$ cat config.mk
export PLATFORM = sky130hd
export DESIGN_NAME = touch_res_calc
export DESIGN_NICKNAME = d
export VERILOG_FILES = /design/src/rtl/tpc_pkg.sv /design/src/rtl/tpc_div.sv /design/src/rtl/tpc_scale.sv /design/src/rtl/tpc_ctrl.sv /design/src/rtl/touch_res_calc.sv
export SDC_FILE = /design/constraint.sdc
export NUM_CORES = 2
export LEC_CHECK = 0
export BUFFER_PORTS_ARGS = -buffer_cell sky130_fd_sc_hd__clkbuf_2
export CAP_MARGIN = 5
export CORE_UTILIZATION = 60
export CTS_CLUSTER_SIZE = 20
export DETAILED_ROUTE_END_ITERATION = 10
export HOLD_SLACK_MARGIN = 0.05
export PLACE_DENSITY = 0.8
export SLEW_MARGIN = 10
export SYNTH_ARGS = -nofsm -noshare
export SYNTH_HDL_FRONTEND = slang
export SYNTH_SLANG_ARGS = --single-unit
$ cat constraint.sdc
create_clock -name clk -period 13.6 [get_ports clk]
set_clock_uncertainty 0.1 [all_clocks]
set_input_delay 0.68 -clock clk [delete_from_list [all_inputs] [get_ports clk]]
set_output_delay 0.68 -clock clk [all_outputs]
set_load 0.005 [all_outputs]
$ cat src/rtl/tpc_pkg.sv
// Package: shared widths and the controller state type for the touch
// resistance calculator. Assumes 12-bit codes and 8 fractional quotient bits.
package tpc_pkg;
    localparam int CODE_W = 12;   // position / cross-panel code width
    localparam int RES_W  = 12;   // plate resistance width
    localparam int FRAC_W = 8;    // fractional bits of the divider quotient
    localparam int OUT_W  = 24;   // result width

    typedef enum logic [1:0] {
        ST_IDLE = 2'd0,
        ST_DIV  = 2'd1,
        ST_MUL  = 2'd2
    } calc_state_t;
endpackage

$ cat src/rtl/tpc_div.sv
// Restoring divider: returns floor(num/den) after NUM_W cycles, one quotient
// bit per clock. Assumes den is nonzero (the caller screens zero); go loads
// the operands, vld pulses for one cycle when quo is final.
module tpc_div #(
    parameter int NUM_W = 21,
    parameter int DEN_W = 12
) (
    input  logic             clk,
    input  logic             rst_n,
    input  logic             go,
    input  logic [NUM_W-1:0] num,
    input  logic [DEN_W-1:0] den,
    output logic [NUM_W-1:0] quo,
    output logic             vld
);
    localparam int CNT_W = $clog2(NUM_W + 1);

    logic [DEN_W-1:0] rem_q;
    logic [DEN_W-1:0] den_q;
    logic [CNT_W-1:0] cnt_q;
    logic [DEN_W:0]   trial;
    logic             fits;
    logic [DEN_W-1:0] rem_nxt;

    // Purpose: one restoring step - shift in the next dividend bit, try a subtract.
    always_comb begin
        trial   = {rem_q, quo[NUM_W-1]};
        fits    = (trial >= {1'b0, den_q});
        rem_nxt = fits ? DEN_W'(trial - {1'b0, den_q}) : trial[DEN_W-1:0];
    end

    // Purpose: load operands on go, then iterate and flag the final step.
    always_ff @(posedge clk) begin
        if (!rst_n) begin
            rem_q <= '0;
            den_q <= '0;
            quo   <= '0;
            cnt_q <= '0;
            vld   <= 1'b0;
        end else begin
            vld <= 1'b0;
            if (go) begin
                rem_q <= '0;
                den_q <= den;
                quo   <= num;
                cnt_q <= CNT_W'(NUM_W);
            end else if (cnt_q != '0) begin
                rem_q <= rem_nxt;
                quo   <= {quo[NUM_W-2:0], fits};
                cnt_q <= cnt_q - 1'b1;
                vld   <= (cnt_q == CNT_W'(1));
            end
        end
    end
endmodule

$ cat src/rtl/tpc_scale.sv
// Combinational scaler: turns the fixed-point quotient into ohms.
// The X term is Rx*X*max(0,q-1.0) >> (CODE_W+FRAC_W). With two_plate set,
// the Y term Ry*(full-Y) >> CODE_W is subtracted. The result is clamped at
// zero and saturated at the output width.
module tpc_scale #(
    parameter int CODE_W = 12,
    parameter int RES_W  = 12,
    parameter int FRAC_W = 8,
    parameter int Q_W    = 21,
    parameter int OUT_W  = 24
) (
    input  logic              two_plate,
    input  logic [RES_W-1:0]  rx,
    input  logic [RES_W-1:0]  ry,
    input  logic [CODE_W-1:0] xp,
    input  logic [CODE_W-1:0] yp,
    input  logic [Q_W-1:0]    q,
    output logic [OUT_W-1:0]  res
);
    localparam int PW = RES_W + CODE_W + Q_W;
    localparam int BW = RES_W + CODE_W + 1;
    localparam int SH = CODE_W + FRAC_W;
    localparam logic [Q_W-1:0]    ONE  = Q_W'(1) << FRAC_W;
    localparam logic [CODE_W:0]   FULL = (CODE_W + 1)'(1) << CODE_W;

    logic [Q_W-1:0]    t_mag;
    logic [PW-1:0]     prod_a;
    logic [PW-1:0]     a_val;
    logic [CODE_W:0]   span;
    logic [BW-1:0]     prod_b;
    logic [PW-1:0]     b_val;
    logic [PW-1:0]     diff;

    // Purpose: X-plate term with the one-unit offset removed and clamped at zero.
    always_comb begin
        t_mag  = (q > ONE) ? (q - ONE) : '0;
        prod_a = PW'(rx) * PW'(xp) * PW'(t_mag);
        a_val  = prod_a >> SH;
    end

    // Purpose: Y-plate correction and the clamped difference.
    always_comb begin
        span   = FULL - {1'b0, yp};
        prod_b = BW'(ry) * BW'(span);
        b_val  = PW'(prod_b >> CODE_W);
        if (!two_plate)
            diff = a_val;
        else if (b_val > a_val)
            diff = '0;
        else
            diff = a_val - b_val;
    end

    // Purpose: fit the difference into the output width.
    generate
        if (PW > OUT_W) begin : g_sat
            always_comb begin
                if (diff[PW-1:OUT_W] != '0)
                    res = '1;
                else
                    res = diff[OUT_W-1:0];
            end
        end else begin : g_wide
            always_comb res = OUT_W'(diff);
        end
    endgenerate
endmodule

$ cat src/rtl/tpc_ctrl.sv
// Controller: accepts a request only when idle and captures the operands.
// It screens Z1 = 0 (immediate saturated error completion), launches the
// divider, then registers the scaled result with a one-cycle done pulse.
module tpc_ctrl
    import tpc_pkg::*;
#(
    parameter int CODE_W = 12,
    parameter int RES_W  = 12,
    parameter int FRAC_W = 8,
    parameter int Q_W    = 21,
    parameter int OUT_W  = 24
) (
    input  logic              clk,
    input  logic              rst_n,
    input  logic              start,
    input  logic              method_sel,
    input  logic [CODE_W-1:0] x_pos,
    input  logic [CODE_W-1:0] y_pos,
    input  logic [CODE_W-1:0] z1_code,
    input  logic [CODE_W-1:0] z2_code,
    input  logic [RES_W-1:0]  rx_ohm,
    input  logic [RES_W-1:0]  ry_ohm,
    output logic              div_go,
    output logic [Q_W-1:0]    div_num,
    input  logic [Q_W-1:0]    div_quo,
    input  logic              div_vld,
    input  logic [OUT_W-1:0]  scaled,
    output logic              cap_method,
    output logic [RES_W-1:0]  cap_rx,
    output logic [RES_W-1:0]  cap_ry,
    output logic [CODE_W-1:0] cap_x,
    output logic [CODE_W-1:0] cap_y,
    output logic [Q_W-1:0]    cap_q,
    output logic              busy,
    output logic [OUT_W-1:0]  r_touch,
    output logic              done,
    output logic              err
);
    calc_state_t state_q;
    logic        accept;
    logic        z1_zero;

    // Purpose: request acceptance and the dividend chosen by the method.
    always_comb begin
        accept  = (state_q == ST_IDLE) && start;
        z1_zero = (z1_code == '0);
        div_go  = accept && !z1_zero;
        if (method_sel)
            div_num = Q_W'(1) << (CODE_W + FRAC_W);
        else
            div_num = Q_W'({z2_code, {FRAC_W{1'b0}}});
        busy = (state_q != ST_IDLE);
    end

    // Purpose: sequence accept -> divide -> scale, and drive the outputs.
    always_ff @(posedge clk) begin
        if (!rst_n) begin
            state_q    <= ST_IDLE;
            cap_method <= 1'b0;
            cap_rx     <= '0;
            cap_ry     <= '0;
            cap_x      <= '0;
            cap_y      <= '0;
            cap_q      <= '0;
            r_touch    <= '0;
            done       <= 1'b0;
            err        <= 1'b0;
        end else begin
            done <= 1'b0;
            case (state_q)
                ST_IDLE: begin
                    if (accept) begin
                        cap_method <= method_sel;
                        cap_rx     <= rx_ohm;
                        cap_ry     <= ry_ohm;
                        cap_x      <= x_pos;
                        cap_y      <= y_pos;
                        if (z1_zero) begin
                            r_touch <= '1;
                            err     <= 1'b1;
                            done    <= 1'b1;
                        end else begin
                            state_q <= ST_DIV;
                        end
                    end
                end
                ST_DIV: begin
                    if (div_vld) begin
                        cap_q   <= div_quo;
                        state_q <= ST_MUL;
                    end
                end
                ST_MUL: begin
                    r_touch <= scaled;
                    err     <= 1'b0;
                    done    <= 1'b1;
                    state_q <= ST_IDLE;
                end
                default: state_q <= ST_IDLE;
            endcase
        end
    end
endmodule

$ cat src/rtl/touch_res_calc.sv
// Top: touch resistance calculator. Combines the controller, the restoring
// divider and the scaler. Assumes inputs are held by the host only for the
// start cycle; all operands are captured at acceptance.
module touch_res_calc
    import tpc_pkg::*;
#(
    parameter int CODE_W = tpc_pkg::CODE_W,
    parameter int RES_W  = tpc_pkg::RES_W,
    parameter int FRAC_W = tpc_pkg::FRAC_W,
    parameter int OUT_W  = tpc_pkg::OUT_W
) (
    input  logic              clk,
    input  logic              rst_n,
    input  logic              start,
    input  logic              method_sel,
    input  logic [CODE_W-1:0] x_pos,
    input  logic [CODE_W-1:0] y_pos,
    input  logic [CODE_W-1:0] z1_code,
    input  logic [CODE_W-1:0] z2_code,
    input  logic [RES_W-1:0]  rx_ohm,
    input  logic [RES_W-1:0]  ry_ohm,
    output logic [OUT_W-1:0]  r_touch,
    output logic              done,
    output logic              err
);
    localparam int Q_W = CODE_W + FRAC_W + 1;

    logic              div_go;
    logic [Q_W-1:0]    div_num;
    logic [Q_W-1:0]    div_quo;
    logic              div_vld;
    logic [OUT_W-1:0]  scaled;
    logic              cap_method;
    logic [RES_W-1:0]  cap_rx;
    logic [RES_W-1:0]  cap_ry;
    logic [CODE_W-1:0] cap_x;
    logic [CODE_W-1:0] cap_y;
    logic [Q_W-1:0]    cap_q;
    logic              busy;

    tpc_ctrl #(
        .CODE_W(CODE_W), .RES_W(RES_W), .FRAC_W(FRAC_W), .Q_W(Q_W), .OUT_W(OUT_W)
    ) u_ctrl (
        .clk(clk), .rst_n(rst_n), .start(start), .method_sel(method_sel),
        .x_pos(x_pos), .y_pos(y_pos), .z1_code(z1_code), .z2_code(z2_code),
        .rx_ohm(rx_ohm), .ry_ohm(ry_ohm),
        .div_go(div_go), .div_num(div_num), .div_quo(div_quo), .div_vld(div_vld),
        .scaled(scaled), .cap_method(cap_method), .cap_rx(cap_rx), .cap_ry(cap_ry),
        .cap_x(cap_x), .cap_y(cap_y), .cap_q(cap_q), .busy(busy),
        .r_touch(r_touch), .done(done), .err(err)
    );

    tpc_div #(.NUM_W(Q_W), .DEN_W(CODE_W)) u_div (
        .clk(clk), .rst_n(rst_n), .go(div_go), .num(div_num), .den(z1_code),
        .quo(div_quo), .vld(div_vld)
    );

    tpc_scale #(
        .CODE_W(CODE_W), .RES_W(RES_W), .FRAC_W(FRAC_W), .Q_W(Q_W), .OUT_W(OUT_W)
    ) u_scale (
        .two_plate(cap_method), .rx(cap_rx), .ry(cap_ry), .xp(cap_x), .yp(cap_y),
        .q(cap_q), .res(scaled)
    );
endmodule

-- After elaboration in Yosys (flattened, before gate mapping)
Index checks and enable logic that the tools add are counted.
- flip-flop bits (word level): 149
- output and inout bits: 26
- logic and storage cells: 74
- add/sub/neg operators: 5
- reductions and logical operators: 15
- multipliers: 3
- mux-type cells: 23
- equality and inequality tests: 7
- bitwise gates (word level): 2
- order comparisons: 3
- operators with widths (operator ; count):
    45-bit two-way mux ; 2
    21-bit two-way mux ; 4
    24-bit two-way mux ; 3
    24-bit case mux with 2 select lines ; 1
    24-bit by 21-bit multiplier with 45-bit output ; 1
    25-bit by 13-bit subtractor with 26-bit output ; 1
    13-bit by 25-bit greater-than comparator with 1-bit output ; 1
    12-bit by 13-bit multiplier with 25-bit output ; 1
    12-bit by 12-bit multiplier with 24-bit output ; 1
    21-bit by 9-bit greater-than comparator with 1-bit output (second input constant) ; 1
    21-bit nonzero test ; 1
    21-bit by 9-bit subtractor with 21-bit output (second input constant) ; 1
    13-bit by 12-bit greater-or-equal comparator with 1-bit output ; 1
    13-bit by 12-bit subtractor with 13-bit output (first input constant) ; 1
    12-bit logical NOT ; 1
    12-bit two-way mux ; 1
    12-bit subtractor ; 1
    5-bit two-way mux ; 2
    2-bit two-way mux ; 3
    2-bit by 1-bit != test with 1-bit output (second input constant) ; 3
    3-bit AND reduction ; 2
    5-bit by 1-bit equality test with 1-bit output (second input constant) ; 1
    5-bit nonzero test ; 1
    5-bit by 1-bit subtractor with 5-bit output (second input constant) ; 1
    other kinds (14) ; 22

-- Logic depth before layout (Yosys ltp)
- depth after elaboration: 9
- gate-level depth with buffers: 56

-- By module
From an unflattened synthesis, not the netlist that was laid out.
- cell total of the unflattened synthesis: 4034
- area total of the unflattened synthesis: 33779.9 µm²
- by module, submodules not included (module ; area an instance (µm²) ; seq. area each (µm²) ; cells each ; times used):
    tpc_scale ; 27039.7 ; 0.0 ; 3211 ; 1
    tpc_ctrl ; 3817.4 ; 1961.9 ; 457 ; 1
    tpc_div ; 2922.8 ; 1021.0 ; 366 ; 1

-- Least setup slack after synthesis
No wires, ideal clock.
- path kind: flip-flop to flip-flop
- start: register u_ctrl.cap_x[3]
- end: register u_ctrl.r_touch[21]
- stages on the path, launching flop included: 54
- period minus slack after synthesis: 13256 ps
- setup slack: 344 ps
- buffers on the path: 3
- setup time: 124 ps
- data arrival time: 13032 ps
- cell sequence: dfxtp_1 > clkbuf_1 > nand2_1 > fa_1 > fa_1 > fa_1 > inv_1 > fa_1 > inv_1 > fa_1 > inv_1 > ha_1 > a21oi_1 > o21ai_1 > a21o_1 > a21oi_1 > nor2b_1 > o21a_1 > (+18 left out) > a31o_1 > o311a_1 > a21boi_0 > o21bai_1 > a21oi_1 > o21bai_1 > xor2_1 > ha_1 > nor3_1 > o2111a_1 > nor3_1 > a31oi_1 > and3_1 > buf_2 > nand2_1 > a221oi_1 > mux2i_1 > o21ai_1
- cells in the longest elaborated chain, start to end: 8
- RTL lines (what ; RTL line ; source):
    from (decl) ; tpc_ctrl.sv:31 ; output logic [CODE_W-1:0] cap_x,
    from (signal assigned) ; tpc_ctrl.sv:76 ; cap_x <= x_pos;
    12-bit by 12-bit multiplier with 24-bit output * ; tpc_scale.sv:37 ; prod_a = PW'(rx) * PW'(xp) * PW'(t_mag);
    24-bit by 21-bit multiplier with 45-bit output * ; tpc_scale.sv:37 ;
    25-bit by 13-bit subtractor with 26-bit output or 13-bit by 25-bit greater-than comparator with 1-bit output (tied branches) ; tpc_scale.sv:51, tpc_scale.sv:48 ;
    45-bit two-way mux ; tpc_scale.sv:48 ; else if (b_val > a_val)
    45-bit two-way mux * ; tpc_scale.sv:46 ; if (!two_plate)
    21-bit nonzero test ; tpc_scale.sv:58 ; if (diff[PW-1:OUT_W] != '0)
    24-bit two-way mux * ; tpc_scale.sv:58 ;
    24-bit case mux with 2 select lines * ; tpc_ctrl.sv:70 ; case (state_q)
    to (signal assigned) ; tpc_ctrl.sv:94 ; r_touch <= scaled;
    to (decl) ; tpc_ctrl.sv:35 ; output logic [OUT_W-1:0] r_touch,
Mark *: on every way between the ends. The rest lies on a longest branch, timed or not.
A chain may end at the register's enable or synchronous reset.

-- Worst setup path in the final report
Ends and elaborated chain as after synthesis.

==> flow_summary.ini <==
[routing]
wire_per_inst_um = 18.2
antenna_left = 0
num_vias = 26373
drtPass1Iterations = 6
drt_iter0_drc = 2090
drt-total-wl_um = 85400
route.detailed.drc = 0
vias_per_cell = 5.61

[worst_setup_path]
end_kind = flip-flop
critPathMaxFanout = 13
startpoint_type = flip-flop
cpMostUsedCell = fa_1
r2r_cells = 54
worstSetupPathType = reg -> reg
required_ns = 13.87
critPathMaxStageDelay_ns = 0.56
crit_arrival_ns = 13.39
crit_path_top_delay_cell = fa_1

[placed_design]
dpl_cell_area_um2 = 34300
portBuffers = 101
pre_cts_slack_ns = -0.310
place_congestion = 0.997
dp_hpwl_um = 70600

[pwr]
p_sw_frac = 0.433
switching_power_uw = 920
power_mw = 2.12
clockPowerShare = 0.231
p_int_mw = 1.20
power_frac_comb = 0.528
p_seq_frac = 0.241
ir_worst_vdd_uv = 137
leakage_nw = 16.9
power_density_nw_per_um2 = 60.2

[cts]
hold_buffers = 0
clkTransAtPathRegs_ns = 0.08
numCtsBuffers = 17
ctsLongestPathBuffers = 2
cts_root_buf = clkbuf_16
cts_tree = done
clk_latency_ns = 0.45
ctsHtreeMaxLevel = 4
cts_sinks = 149

[sta]
min_period_over_period = 0.965
setup_viol = 0
hold_viol = 0
final-max-slew-violation-count = 0
setup_ws_ns = 0.480
tightest_slew_ns = 1.34
finalCriticalPeriod_ns = 13.12
maxSlewHeadroom = 0.105
setup_tns_ns = 0
fmax_mhz = 76.2

[worst_hold_path]
hold_class = in -> reg
hold_path_depth = 3

[final_layout]
syn2layout_area_growth_pct = 7.62
fillers = 4342
post-route-cell-area_um2 = 35300
diodes = 0
fin_nets = 4993
layout_common_cells = 748 x inv_1, 727 x nand2_1, 624 x fa_1
final_util = 0.655
layout_commonest_cell = inv_1
drive_gt1_frac = 0.0902

[global_route]
grt_max_degree = 76
antenna_found_initial = 2
grt_pass1_wl_um = 142000
grt_pass1_vias = 27447
gr-total-overflow = 0
grt_use_total = 0.320

[flow_run]
max-cap-violations = 0

[logic_synthesis]
async_reset_ff_frac = 0
syn-cell-area_um2 = 32800
synth_ff_type = dfxtp_1
synthesis.nets = 4931
synth-edff-count = 0
syn_area_per_cell_um2 = 8.35
synth.distinct_cells = 79
syn_inst = 3927
yosysSeqAreaShare = 0.0909
synth-warning-count = 0
ys_ff_latch = 149

[floorplan]
die_y_um = 236
initial_core_util = 0.608
num_io_pins = 102
rows = 85
fp.dieArea_um2 = 55600
die_x_um = 236
fp.coreArea_um2 = 53900

[run_status]
outcome = completed
==> layout make-up <==
| cell class | count | area, µm² | area share |
|---|---|---|---|
| flip-flops and latches | 149 | 3010 | 0.0853 |
| inverters | 748 | 2810 | 0.0795 |
| multi-input cells | 2847 | 26600 | 0.752 |
| clock buffers | 17 | 425 | 0.0120 |
| clock inverters | 14 | 173 | 0.00489 |
| repair buffers | 226 | 1460 | 0.0414 |
| well taps | 696 | 871 | 0.0247 |
==> per-stage QoR <==
stage / hold WS [ns] / cells
floorplan: 0.343 / 3927
global placement: 0.352 / 4645
detailed placement: 0.361 / 4645
CTS: 0.348 / 4677
global route: 0.363 / 4697
finish: 0.356 / 4697
==> worst paths after layout <==
kind / startpoint / end / slack (ns)
min reg2reg: u_div.den_q[8]$_SDFFE_PN0P_ / u_div.den_q[8]$_SDFFE_PN0P_ / 0.37
min: x_pos[6] / u_ctrl.cap_x[6]$_SDFFE_PN0P_ / 0.36
max reg2reg: u_ctrl.cap_x[3]$_SDFFE_PN0P_ / u_ctrl.r_touch[21]$_SDFFE_PN0P_ / 0.48
max: u_ctrl.cap_x[3]$_SDFFE_PN0P_ / u_ctrl.r_touch[21]$_SDFFE_PN0P_ / 0.48
==> what timing repair did <==
item	in CTS	in global routing
gates resized for setup	14	51
cloned	0	0
setup buffers	1	20
pin swaps	1	11
setup endpoints to repair	24	24
==> cell families after synthesis <==
logic type / share of synthesized area
simple gates: 0.185
buf+inv: 0.107
fa+ha+maj: 0.497
compound gates: 0.0868
flops: 0.0909
xor+xnor: 0.0283
mux: 0.00469
==> registers in the layout, summed over array words and instances (netlist names) <==
| name | flops |
|---|---|
| u_ctrl.cap_rx | 12 |
| u_ctrl.r_touch | 24 |
| u_div.rem_q | 12 |
| u_ctrl.state_q | 2 |
| u_div.vld | 1 |
| u_ctrl.done | 1 |
| u_ctrl.cap_q | 21 |
| u_ctrl.cap_x | 12 |
| u_div.den_q | 12 |
| u_ctrl.cap_method | 1 |
| u_ctrl.cap_ry | 12 |
| u_ctrl.cap_y | 12 |
| u_ctrl.err | 1 |
| u_div.cnt_q | 5 |
| u_div.quo | 21 |
==> cell usage after synthesis (34+ instances only) <==
master	count	area, µm²
a21boi_0	89	668
a21oi_1	90	450
and2_1	116	726
clkbuf_1	171	642
dfxtp_1	149	2980
fa_1	625	12500
ha_1	303	3790
inv_1	748	2810
nand2_1	727	2730
nand3_1	34	170
nor2_1	306	1150
nor3_1	42	210
o21ai_0	67	335
xnor2_1	74	648
==> routing by layer <==
metal  wire, µm  global-route usage
met1      34500               0.414
met2      40600               0.531
met3       7170              0.0662
met4       3170               0.120
met5         32                   0
==> worst max-delay path, delay by kind of cell (launching register included) <==
| family | cells | cell delay (ns) |
|---|---|---|
| flops | 1 | 0.40 |
| compound gates | 13 | 2.05 |
| fa+ha+maj | 15 | 6.95 |
| simple gates | 12 | 2.16 |
| xor+xnor | 2 | 0.28 |
| buf+inv | 12 | 1.10 |
==> power groups by stage <==
stage / combinational [mW] / sequential (mW) / clock, mW
2_1_floorplan: 0.793 / 0.499 / 0
4_1_cts: 1.08 / 0.512 / 0.496
6_report: 1.12 / 0.513 / 0.490
5_1_grt: 1.25 / 0.518 / 0.509
3_3_place_gp: 1.05 / 0.519 / 0
3_5_place_dp: 1.07 / 0.521 / 0
Power figures use the tool's default switching activity.
